[src/rtl/ucwin_pkg.sv]
package ucwin_pkg;
  localparam int ADDR_W   = 10;
  localparam int DATA_W   = 32;
  localparam int GPR_N    = 128;
  localparam int GPR_BASE = 'h100;
  localparam int UC_WIN   = 512;
  localparam int UC_BASE  = 'h200;
  localparam int PAGE_W   = 2;
  localparam int CTL_ADDR  = 'h000;
  localparam int PAGE_ADDR = 'h001;
  localparam int GPR_IDX_W = $clog2(GPR_N);
  localparam int UC_OFF_W  = $clog2(UC_WIN);
  localparam int UC_IDX_W  = UC_OFF_W + PAGE_W;

  typedef enum logic [2:0] {
    RG_CTL, RG_PAGE, RG_GPR, RG_UC, RG_NONE
  } region_e;

  function automatic region_e decode_region(input logic [ADDR_W-1:0] a);
    int ai;
    ai = int'(a);
    if (ai == CTL_ADDR)                                return RG_CTL;
    else if (ai == PAGE_ADDR)                          return RG_PAGE;
    else if (ai >= GPR_BASE && ai < GPR_BASE + GPR_N)  return RG_GPR;
    else if (ai >= UC_BASE && ai < UC_BASE + UC_WIN)   return RG_UC;
    else                                               return RG_NONE;
  endfunction

  function automatic logic [UC_IDX_W-1:0] uc_index(
      input logic [PAGE_W-1:0] pg, input logic [ADDR_W-1:0] a);
    int full;
    full = int'(pg) * UC_WIN + (int'(a) - UC_BASE);
    return UC_IDX_W'(full);
  endfunction
endpackage

[src/rtl/ucwin_decode.sv]
module ucwin_decode
  import ucwin_pkg::*;
(
  input  logic                clk,
  input  logic                rst_n,
  input  logic                sel,
  input  logic                we,
  input  logic [ADDR_W-1:0]   addr,
  input  logic                busy,
  input  logic [PAGE_W-1:0]   page,
  output region_e             region,
  output logic                ctl_we,
  output logic                page_we,
  output logic                gpr_we,
  output logic                uc_we,
  output logic                bad_acc,
  output logic [GPR_IDX_W-1:0] gpr_idx,
  output logic [UC_IDX_W-1:0]  uc_idx
);
  logic wr_any;

  assign region  = decode_region(addr);
  assign wr_any  = sel && we;
  assign ctl_we  = wr_any && (region == RG_CTL);
  assign page_we = wr_any && (region == RG_PAGE);
  assign gpr_we  = wr_any && (region == RG_GPR) && !busy;
  assign uc_we   = wr_any && (region == RG_UC) && !busy;
  assign bad_acc = sel && (region == RG_NONE);
  assign gpr_idx = GPR_IDX_W'(int'(addr) - GPR_BASE);
  assign uc_idx  = uc_index(page, addr);


  strobe_excl_chk: assert property (@(posedge clk) disable iff (!rst_n)
    $onehot0({ctl_we, page_we, gpr_we, uc_we}));
endmodule

[src/rtl/ucwin_ctl.sv]
module ucwin_ctl
  import ucwin_pkg::*;
(
  input  logic              clk,
  input  logic              rst_n,
  input  logic              ctl_we,
  input  logic              page_we,
  input  logic              go_bit,
  input  logic [PAGE_W-1:0] page_bits,
  input  logic              run_done,
  output logic              busy,
  output logic [PAGE_W-1:0] page,
  output logic              run_start
);
  logic start_req;

  assign start_req = ctl_we && go_bit && !busy;

  always_ff @(posedge clk) begin
    if (!rst_n) begin
      busy      <= 1'b0;
      page      <= '0;
      run_start <= 1'b0;
    end else begin
      run_start <= start_req;
      if (start_req)     busy <= 1'b1;
      else if (run_done) busy <= 1'b0;
      if (page_we) page <= page_bits;
    end
  end


  start_busy_chk: assert property (@(posedge clk) disable iff (!rst_n)
    run_start |-> busy);

  start_single_chk: assert property (@(posedge clk) disable iff (!rst_n)
    run_start |=> !run_start);
endmodule

[src/rtl/ucwin_rdmux.sv]
module ucwin_rdmux
  import ucwin_pkg::*;
(
  input  logic              clk,
  input  logic              rst_n,
  input  logic              rd_en,
  input  region_e           region,
  input  logic              bad_acc,
  input  logic              busy,
  input  logic [PAGE_W-1:0] page,
  input  logic [DATA_W-1:0] gpr_rdata,
  input  logic [DATA_W-1:0] uc_rdata,
  output logic [DATA_W-1:0] rdata,
  output logic              err
);
  logic [DATA_W-1:0] mux_d;

  always_comb begin
    unique case (region)
      RG_CTL:  mux_d = {{(DATA_W-1){1'b0}}, busy};
      RG_PAGE: mux_d = {{(DATA_W-PAGE_W){1'b0}}, page};
      RG_GPR:  mux_d = gpr_rdata;
      RG_UC:   mux_d = uc_rdata;
      default: mux_d = '0;
    endcase
  end

  always_ff @(posedge clk) begin
    if (!rst_n) begin
      rdata <= '0;
      err   <= 1'b0;
    end else begin
      rdata <= rd_en ? mux_d : '0;
      err   <= bad_acc;
    end
  end
endmodule

[src/rtl/ucode_window.sv]
module ucode_window
  import ucwin_pkg::*;
(
  input  logic                 clk,
  input  logic                 rst_n,
  input  logic                 bus_sel,
  input  logic                 bus_we,
  input  logic [ADDR_W-1:0]    bus_addr,
  input  logic [DATA_W-1:0]    bus_wdata,
  output logic [DATA_W-1:0]    bus_rdata,
  output logic                 bus_err,
  output logic                 gpr_we,
  output logic [GPR_IDX_W-1:0] gpr_idx,
  input  logic [DATA_W-1:0]    gpr_rdata,
  output logic                 uc_we,
  output logic [UC_IDX_W-1:0]  uc_idx,
  input  logic [DATA_W-1:0]    uc_rdata,
  output logic [DATA_W-1:0]    st_wdata,
  output logic                 run_start,
  input  logic                 run_done
);
  region_e           region;
  logic              ctl_we, page_we, bad_acc, busy;
  logic [PAGE_W-1:0] page;

  assign st_wdata = bus_wdata;

  ucwin_decode u_dec (
    .clk(clk), .rst_n(rst_n), .sel(bus_sel), .we(bus_we), .addr(bus_addr),
    .busy(busy), .page(page), .region(region), .ctl_we(ctl_we),
    .page_we(page_we), .gpr_we(gpr_we), .uc_we(uc_we), .bad_acc(bad_acc),
    .gpr_idx(gpr_idx), .uc_idx(uc_idx)
  );

  ucwin_ctl u_ctl (
    .clk(clk), .rst_n(rst_n), .ctl_we(ctl_we), .page_we(page_we),
    .go_bit(bus_wdata[0]), .page_bits(bus_wdata[PAGE_W-1:0]),
    .run_done(run_done), .busy(busy), .page(page), .run_start(run_start)
  );

  ucwin_rdmux u_rd (
    .clk(clk), .rst_n(rst_n), .rd_en(bus_sel && !bus_we), .region(region),
    .bad_acc(bad_acc), .busy(busy), .page(page), .gpr_rdata(gpr_rdata),
    .uc_rdata(uc_rdata), .rdata(bus_rdata), .err(bus_err)
  );


  busy_block_chk: assert property (@(posedge clk) disable iff (!rst_n)
    busy |-> (!gpr_we && !uc_we));

  page_route_chk: assert property (@(posedge clk) disable iff (!rst_n)
    uc_we |-> (uc_idx[UC_IDX_W-1 -: PAGE_W] == page));

  err_zero_chk: assert property (@(posedge clk) disable iff (!rst_n)
    bus_err |-> (bus_rdata == '0));
endmodule

[config.mk]
export PLATFORM = sky130hd
export DESIGN_NAME = ucode_window
export DESIGN_NICKNAME = d
export VERILOG_FILES = /design/src/rtl/ucwin_pkg.sv /design/src/rtl/ucwin_decode.sv /design/src/rtl/ucwin_ctl.sv /design/src/rtl/ucwin_rdmux.sv /design/src/rtl/ucode_window.sv
export SDC_FILE = /design/constraint.sdc
export NUM_CORES = 1
export LEC_CHECK = 0
export BUFFER_PORTS_ARGS = -buffer_cell sky130_fd_sc_hd__buf_2
export CORE_MARGIN = 10
export CORE_UTILIZATION = 37
export CTS_BUF_LIST = sky130_fd_sc_hd__clkbuf_2 sky130_fd_sc_hd__clkbuf_4 sky130_fd_sc_hd__clkbuf_8
export DETAILED_ROUTE_END_ITERATION = 10
export PLACE_DENSITY = 0.91
export SKIP_CTS_REPAIR_TIMING = 1
export SLEW_MARGIN = 25
export SYNTH_ARGS = -nofsm -noshare
export SYNTH_HDL_FRONTEND = slang
export SYNTH_SLANG_ARGS = --single-unit
[constraint.sdc]
create_clock -name clk -period 1.6 [get_ports clk]
set_clock_uncertainty 0.05 [all_clocks]
set_input_delay 0.24 -clock clk [delete_from_list [all_inputs] [get_ports clk]]
set_output_delay 0.24 -clock clk [all_outputs]
set_load 0.02 [all_outputs]
Yosys cells after proc, flatten, opt, wreduce, memory -nomap -nowiden --
Cells that the tools add are included.
Cells by class: equality and inequality tests 5, magnitude comparators 3, muxes and demuxes 7, reductions and logical operators 18, $add $sub $neg 3
Operators by type and width (count):
- $pmux W32 S4 | 1
- $logic_and A1 B1 Y1 | 12
- $mux W3 | 4
- $add A11 B11 Y11 | 1
- $sub A10 B10 Y11 const B | 1
- $eq A10 B2 Y1 const B | 1
- $ge A10 B10 Y1 const B | 1
- $ge A10 B9 Y1 const B | 1
- $logic_not A10 Y1 | 1
- $lt A10 B9 Y1 const B | 1
- $sub A7 B1 Y7 const B | 1
- $eq A3 B2 Y1 const B | 2
- $eq A3 B1 Y1 const B | 1
- $eq A3 B3 Y1 const B | 1
- $logic_not A3 Y1 | 1
- $logic_not A1 Y1 | 2
- $mux W1 | 2
- $reduce_and A2 Y1 | 1
- $reduce_bool A2 Y1 | 1
Storage, ports and cells: output and inout port bits 86, flip-flop bits (word level) 37, bits of input ports 111, logic and storage cells 41

Logic depth before layout (Yosys ltp) --
Gate-level depths: netlist of the first run.
depth after elaboration 10, mapped depth 5, gate-level depth less buffers 3

Hierarchy --
From an unflattened synthesis of the first run, not the netlist that was laid out.
Second synthesis, totals: cell total of the unflattened synthesis 199, area, all modules 1961.9 um^2
Modules (own cells, without submodules):
- ucwin_rdmux | cells each 116, seq. area each 660.6 um^2, times used 1, area each 1267.5 um^2
- ucwin_decode | cells each 39, seq. area each 0.0 um^2, times used 1, area each 305.3 um^2
- ucode_window | cells each 33, seq. area each 0.0 um^2, times used 1, area each 254.0 um^2
- ucwin_ctl | cells each 11, seq. area each 80.1 um^2, times used 1, area each 135.1 um^2

Least setup slack after synthesis of the first run --
Ideal clock, no wire load.
path type input port to output port, start input port bus_addr[9], end output port uc_idx[10], path slack -85 ps, arrival time 1395 ps, data required time 1310 ps, cell stages on the path 5, buffers on the path 2, cell sequence clkbuf_1 -> clkbuf_1 -> inv_1 -> ha_1 -> xor2_1
On the way: word-level cells in the longest chain between the ends 2
Ends and longest elaborated chain:
- from (decl) | RTL line ucode_window.sv:8 | input logic [ADDR_W-1:0] bus_addr,
- $sub A10 B10 Y11 | RTL line ucwin_pkg.sv:32 | full = int'(pg) * UC_WIN + (int'(a) - UC_BASE);
- $add A11 B11 Y11 | RTL line ucwin_pkg.sv:32
- to (decl) | RTL line ucode_window.sv:16 | output logic [UC_IDX_W-1:0] uc_idx,
Every way passes these cells.

Worst setup path in the final report of the first run --
start register u_ctl.busy, end output port gpr_we
On the way: word-level cells in the longest chain between the ends 2
Ends and longest elaborated chain:
- from (decl) | RTL line ucwin_ctl.sv:11 | output logic busy,
- from (signal assigned) | RTL line ucwin_ctl.sv:21 | busy <= 1'b0;
- from (signal assigned) | RTL line ucwin_ctl.sv:26 | if (start_req) busy <= 1'b1;
- from (signal assigned) | RTL line ucwin_ctl.sv:27 | else if (run_done) busy <= 1'b0;
- $logic_not A1 Y1 | RTL line ucwin_decode.sv:26 | assign gpr_we = wr_any && (region == RG_GPR) && !busy;
- $logic_and A1 B1 Y1 | RTL line ucwin_decode.sv:26
- to (decl) | RTL line ucode_window.sv:12 | output logic gpr_we,
Every way passes these cells.

==> results.cfg, run 1 <==
[floorplan]
floorplan.die.width_um = 94.13
die_y_um = 94.13
core_area_um2 = 5205
io_pins = 197
start_util = 0.3906
rows = 26
dieArea_um2 = 8860

[logic_synthesis]
yosys.area.top_type = dfxtp_1
async_flop_share = 0
yosysUniqueCellTypes = 30
syn_avg_cell_area_um2 = 10.22
synth_area_leaders = dfxtp_1 (36%), buf_4 (18%), nor3_2 (14%)
synth_cells = 199
seq_area_frac_synth = 0.3643
synth_edf_count = 0
synthTopCellsByCount = buf_4 (48), dfxtp_1 (37), a22oi_1 (32), nor3_2 (28), clkbuf_1 (10)
synth_top_area_share = 0.3643
synth-main-ff-cell = dfxtp_1
synth_seq_cells = 37
synth_nets = 311
yosysMostFrequentCell = buf_4
yosysWarnings = 0
syn_area_um2 = 2033

[placed_design]
portBuffers = 136
place.gp.congestion = 0.8433
post-place-cells = 355
dpl.hpwl_mm = 5.531

[clocking]
clkLatencyLatePin_ns = 0.28
cts.sinks = 37
cts_root_buf = clkbuf_8
path_clk_slew_ns = 0.07
cts.htree.levels = 2
cts_buffers = 5
clockBufferDepth = 2
cts_tree = done

[power]
seq_power_share = 0.471
powerDensity_nw_per_um2 = 770.0
combPwrFrac = 0.201
pwr-share-clk = 0.328
p_sw_uw = 525.0
peakVddDrop_mv = 0.2743
p_leak_uw = 0.001219
swShare = 0.2639
power.internal_uw = 1464

[timing]
hold_violations = 0
report.final.slew_viol_count = 0
slew_headroom = 0.8032
final.period_utilization = 0.9217
tightest_slew_ns = 0.2931
period_needed_ns = 1.475
rsz0062_at_grt = false
tns_ns = 0
setup_viol = 0
fmax_mhz = 678.1

[worst_setup_path]
cp_max_fo = 4
r2r_setup_slack_ns = 0.57
cp.required_ns = 1.31
critPathArrivalTime_ns = 1.18
path_depth = 3
cp_cell_sequence = and3b_1 -> and2_1 -> buf_2
critPathKind = flop to primary output
startpoint_type = flop
path_buf_inv = 1
rr_endpoint = u_rd.rdata[1]
worst_path_max_delay_cell = dfxtp_1
end_kind = primary output
critPathMaxStageDelay_ns = 0.32
crit_family = simple AND/OR/NAND/NOR gates
rr_startpoint = u_ctl.page[1]
rr_worst_depth = 3

[finish]
drive_gt1_frac = 0.6575
area_growth_pct = 27.08
fillCellCount = 497
fin_nets = 404
final_cells = 363

[routing]
vias = 1750
drt_first_iter_violations = 46
finalWirelength_mm = 6.519
avgViaCountPerCell = 4.821
ant_nets = 0
drt-wirelength-per-cell_um = 17.96
dr.pass1.iters = 4
drt_drc_violations_left = 0

[global_route]
grtUsageTotal = 0.1396
grt_pass1_vias = 1904
antenna_found_initial = 0
grt_overflow = 0
grt_max_degree = 33
grt_pass1_wl_mm = 9.729

[worst_hold_path]
hold_end = u_ctl.page[1]
hp-class = input port to flop
min_path_cells = 3
worstHoldStart = bus_wdata[1]

[flow_run]
drv_cap = 0

[outcome]
status = complete, no violations
-- power groups by stage --
stage / sequential, µW / clock (µW) / combinational (µW)
CTS: 937 / 680 / 407
global placement: 958 / 0 / 393
detailed placement: 958 / 0 / 406
finish: 937 / 652 / 400
floorplan: 976 / 0 / 331
global route: 937 / 712 / 438
-- cells by family (layout without fill, tap and decap cells) --
family,after synthesis,in the layout,synth area share
buffers and inverters,66,159,0.2215
and+or+nand+nor,55,55,0.2461
DFF,37,37,0.3643
AOI/OAI and AO/OA,36,36,0.1422
muxes,3,3,0.01538
adders and majority gates,1,1,0.006153
xor gates and xnor gates,1,1,0.004308
other,0,1,0
-- sequential cells by signal, summed over array words and instances, names as in the netlist --
name	cells
u_ctl.busy	1
u_ctl.page	2
u_ctl.run_start	1
u_rd.err	1
u_rd.rdata	32
-- how the worst max path moves through the flow --
| stage | endpoint | startpoint |
|---|---|---|
| global route | uc_idx[10] | u_ctl.page[0] |
| detailed placement | u_rd.rdata[7] | bus_addr[7] |
| finish | gpr_we | u_ctl.busy |
| global placement | u_rd.rdata[0] | bus_addr[7] |
| CTS | uc_idx[10] | u_ctl.page[0] |
| floorplan | uc_idx[10] | bus_addr[9] |
-- metal layers --
metal  global-route usage  up-vias  routed length [µm]
li1                     -      847                   -
met1               0.1334      781                2241
met2               0.2437       94                3272
met3              0.06795       28                 766
met4              0.07089        0                 240
met5                    0        -                   0
-- final cells by class --
cell class	instances	area (µm²)	share of cell area
flip-flops and latches	37	740.7	0.2867
clock buffers	7	90.09	0.03487
well taps	70	87.58	0.03390
multi-input cells	96	855.8	0.3312
repair buffers	147	788.3	0.3051
inverters	5	18.77	0.007264
diodes	1	2.502	0.0009685
-- tightest hold or removal path, stage by stage --
cell	delay (ns)
buf_2	0.10
nand2_1	0.05
mux2i_1	0.05
-- stage by stage --
step | util | total power, µW | instance area [µm²] | hold WS, ns | setup WS [ns]
final | 0.4964 | 1989 | 2584 | 0.1648 | 0.1254
after global routing | 0.4959 | 2088 | 2581 | 0.1665 | 0.03211
after CTS | 0.4959 | 2024 | 2581 | 0.1602 | 0.09998
after detailed placement | 0.4786 | 1364 | 2491 | 0.4301 | 0.06896
after global placement | 0.4786 | 1351 | 2491 | 0.4136 | 0.1162
after floorplan | - | 1306 | 2042 | 0.3083 | 0.07501
-- cell usage in the layout, fill, tap and decap left out, types with 2 or more instances in the layout --
cell / synthesis / layout
nor3_2: 28 / 28
and2_1: 3 / 3
a211oi_1: 2 / 2
nor3_4: 3 / 3
dfxtp_1: 37 / 37
buf_12: 0 / 2
buf_2: 0 / 136
nand4_1: 4 / 4
nand2_1: 4 / 4
a22oi_1: 32 / 32
nand3b_1: 2 / 2
buf_4: 48 / 9
mux2i_1: 2 / 2
clkbuf_8: 0 / 6
inv_1: 5 / 5
Power figures use the tool's default switching activity.
==> run 2, diff against run 1 <==
--- a/config.mk
+++ b/config.mk
@@ -5,11 +5,13 @@
 export SDC_FILE = /design/constraint.sdc
 export NUM_CORES = 1
 export LEC_CHECK = 0
+export ABC_AREA = 1
 export BUFFER_PORTS_ARGS = -buffer_cell sky130_fd_sc_hd__buf_2
 export CORE_MARGIN = 10
-export CORE_UTILIZATION = 37
+export CORE_UTILIZATION = 38
 export CTS_BUF_LIST = sky130_fd_sc_hd__clkbuf_2 sky130_fd_sc_hd__clkbuf_4 sky130_fd_sc_hd__clkbuf_8
 export DETAILED_ROUTE_END_ITERATION = 10
+export GPL_ROUTABILITY_DRIVEN = 0
 export PLACE_DENSITY = 0.91
 export SKIP_CTS_REPAIR_TIMING = 1
 export SLEW_MARGIN = 25
==> results.cfg, run 2 <==
[routing]
dr.pass1.iters = 4
finalWirelength_mm = 5.996
wl_met1_mm = 1.968
drt_first_iter_violations = 25
met3WireLength_um = 716
drt-wirelength-per-cell_um = 16.12
drt_drc_violations_left = 0
wl_met2_mm = 3.066
avgViaCountPerCell = 4.446
top_layer_used = met4
ant_nets = 0
vias = 1654

[worst_setup_path]
cp_max_fo = 2
startpoint_type = flop
critPathArrivalTime_ns = 1.17
path_buf_inv = 2
cp_cell_sequence = inv_1 -> ha_1 -> xor2_1 -> buf_2
crit_family = flip-flops
rr_worst_depth = 3
cp.required_ns = 1.31
cp-startpoint = u_ctl.page[0]
critPathKind = flop to primary output
path_depth = 4
worst_path_max_delay_cell = dfxtp_1
rr_startpoint = u_ctl.busy
critPathMaxStageDelay_ns = 0.34
end_kind = primary output

[logic_synthesis]
synthTopCellsByCount = buf_4 (48), dfxtp_1 (37), nor2_2 (31), a22oi_2 (30), inv_1 (11)
yosysUniqueCellTypes = 28
synth_cells = 211
syn_avg_cell_area_um2 = 10.09
synth_nets = 323
syn_area_um2 = 2130
synth-main-ff-cell = dfxtp_1
yosys.area.top_type = dfxtp_1
synth_edf_count = 0
synth_area_leaders = dfxtp_1 (35%), a22oi_2 (18%), buf_4 (17%)
synth_top_area_share = 0.3478
async_flop_share = 0
yosysMostFrequentCell = buf_4
yosysWarnings = 0
seq_area_frac_synth = 0.3478
synth_seq_cells = 37

[timing]
setup_viol = 0
slew_headroom = 0.7762
rsz0062_at_grt = false
period_needed_ns = 1.464
final.period_utilization = 0.9148
hold_violations = 0
fin_hold_ws_ns = 0.1355
report.final.slew_viol_count = 0
fmax_mhz = 683.2
tns_ns = 0
tightest_slew_ns = 0.3357

[finish]
final_common_cell = buf_2
regArea_um2 = 740.7
utilization = 0.4691
reg.largest.list = u_rd.rdata x32, u_ctl.page x2
fillCellCount = 536
top_register = u_rd.rdata
fin_nets = 411
final_cells = 372
drive_gt1_frac = 0.7200
multi_input_area_um2 = 835.8
final_cell_mix = buf_2 (136), dfxtp_1 (37), nor2_2 (31), a22oi_2 (30), inv_1 (11)
largest_reg_flops = 32
num_antenna_cells = 0
area_growth_pct = 20.56

[global_route]
grt_pass1_wl_mm = 8.611
grt_max_degree = 32
grtUsageTotal = 0.1218
grt_overflow = 0
antenna_found_initial = 0
grt_pass1_vias = 1723

[clocking]
cts_root_buf = clkbuf_8
cts.htree.levels = 2
cts.sinks = 37
cts_tree = done
clockBufferDepth = 2
clkLatencyLatePin_ns = 0.28
cts_buffers = 5
path_clk_slew_ns = 0.07

[floorplan]
start_util = 0.3891
core_area_um2 = 5473
floorplan.die.width_um = 94.86
die_y_um = 94.86
io_pins = 197
rows = 27
dieArea_um2 = 8998

[flow_run]
drv_cap = 0

[worst_hold_path]
min_path_cells = 3
worstHoldStart = gpr_rdata[4]
hp-class = input port to flop

[power]
p_leak_uw = 0.001257
peakVddDrop_mv = 0.2882
powerDensity_nw_per_um2 = 854.7

[placed_design]
portBuffers = 136
dpl.hpwl_mm = 5.048
post-place-cells = 364

[outcome]
status = complete, no violations
==> run 2: through the flow <==
stage	cell area, µm²	setup WS, ns	power (µW)
after detailed placement	2447	0.3452	1375
final	2567	0.1363	2195
after global routing	2567	0.03096	2293
after floorplan	2130	0.3767	1346
after CTS	2567	0.1101	2226
after global placement	2447	0.3608	1365
==> run 2: cell families after synthesis <==
family	share of synthesized area
AOI/OAI and AO/OA	0.1962
xor gates and xnor gates	0.004114
adders and majority gates	0.005875
buffers and inverters	0.2597
DFF	0.3478
and+or+nand+nor	0.1863
==> run 2: final cells by class <==
class	count	area share
Clock buffer	7	0.03509
Clock inverter	1	0.01170
Inverter	14	0.02534
Multi-Input combinational cell	102	0.3255
Sequential cell	37	0.2885
Tap cell	72	0.03509
Timing Repair Buffer	139	0.2788
==> run 2: routing by layer <==
metal / global-route usage / vias up
li1: - / 819
met1: 0.1134 / 714
met2: 0.2157 / 91
met3: 0.05155 / 30
met4: 0.07731 / 0
met5: 0 / -
==> run 2: power breakdown <==
group | switching, µW | internal, µW
Sequential | 3.80 | 938
Combinational | 231 | 175
Clock | 322 | 525
Total | 557 | 1640
==> run 2: worst reg2reg max path: cells and delay by family, from the launching register on <==
family | cells | cell delay, ns
flip-flops | 1 | 0.33
AND/OR/NAND/NOR | 2 | 0.25
AO/OA/AOI/OAI | 1 | 0.13
==> run 2: worst paths after layout <==
path | to | slack [ns]
worst min-delay path | u_rd.rdata[4] | 0.14
worst max-delay path | uc_idx[10] | 0.14
worst max register to register | u_ctl.busy | 0.79
worst min register to register | u_ctl.busy | 0.45
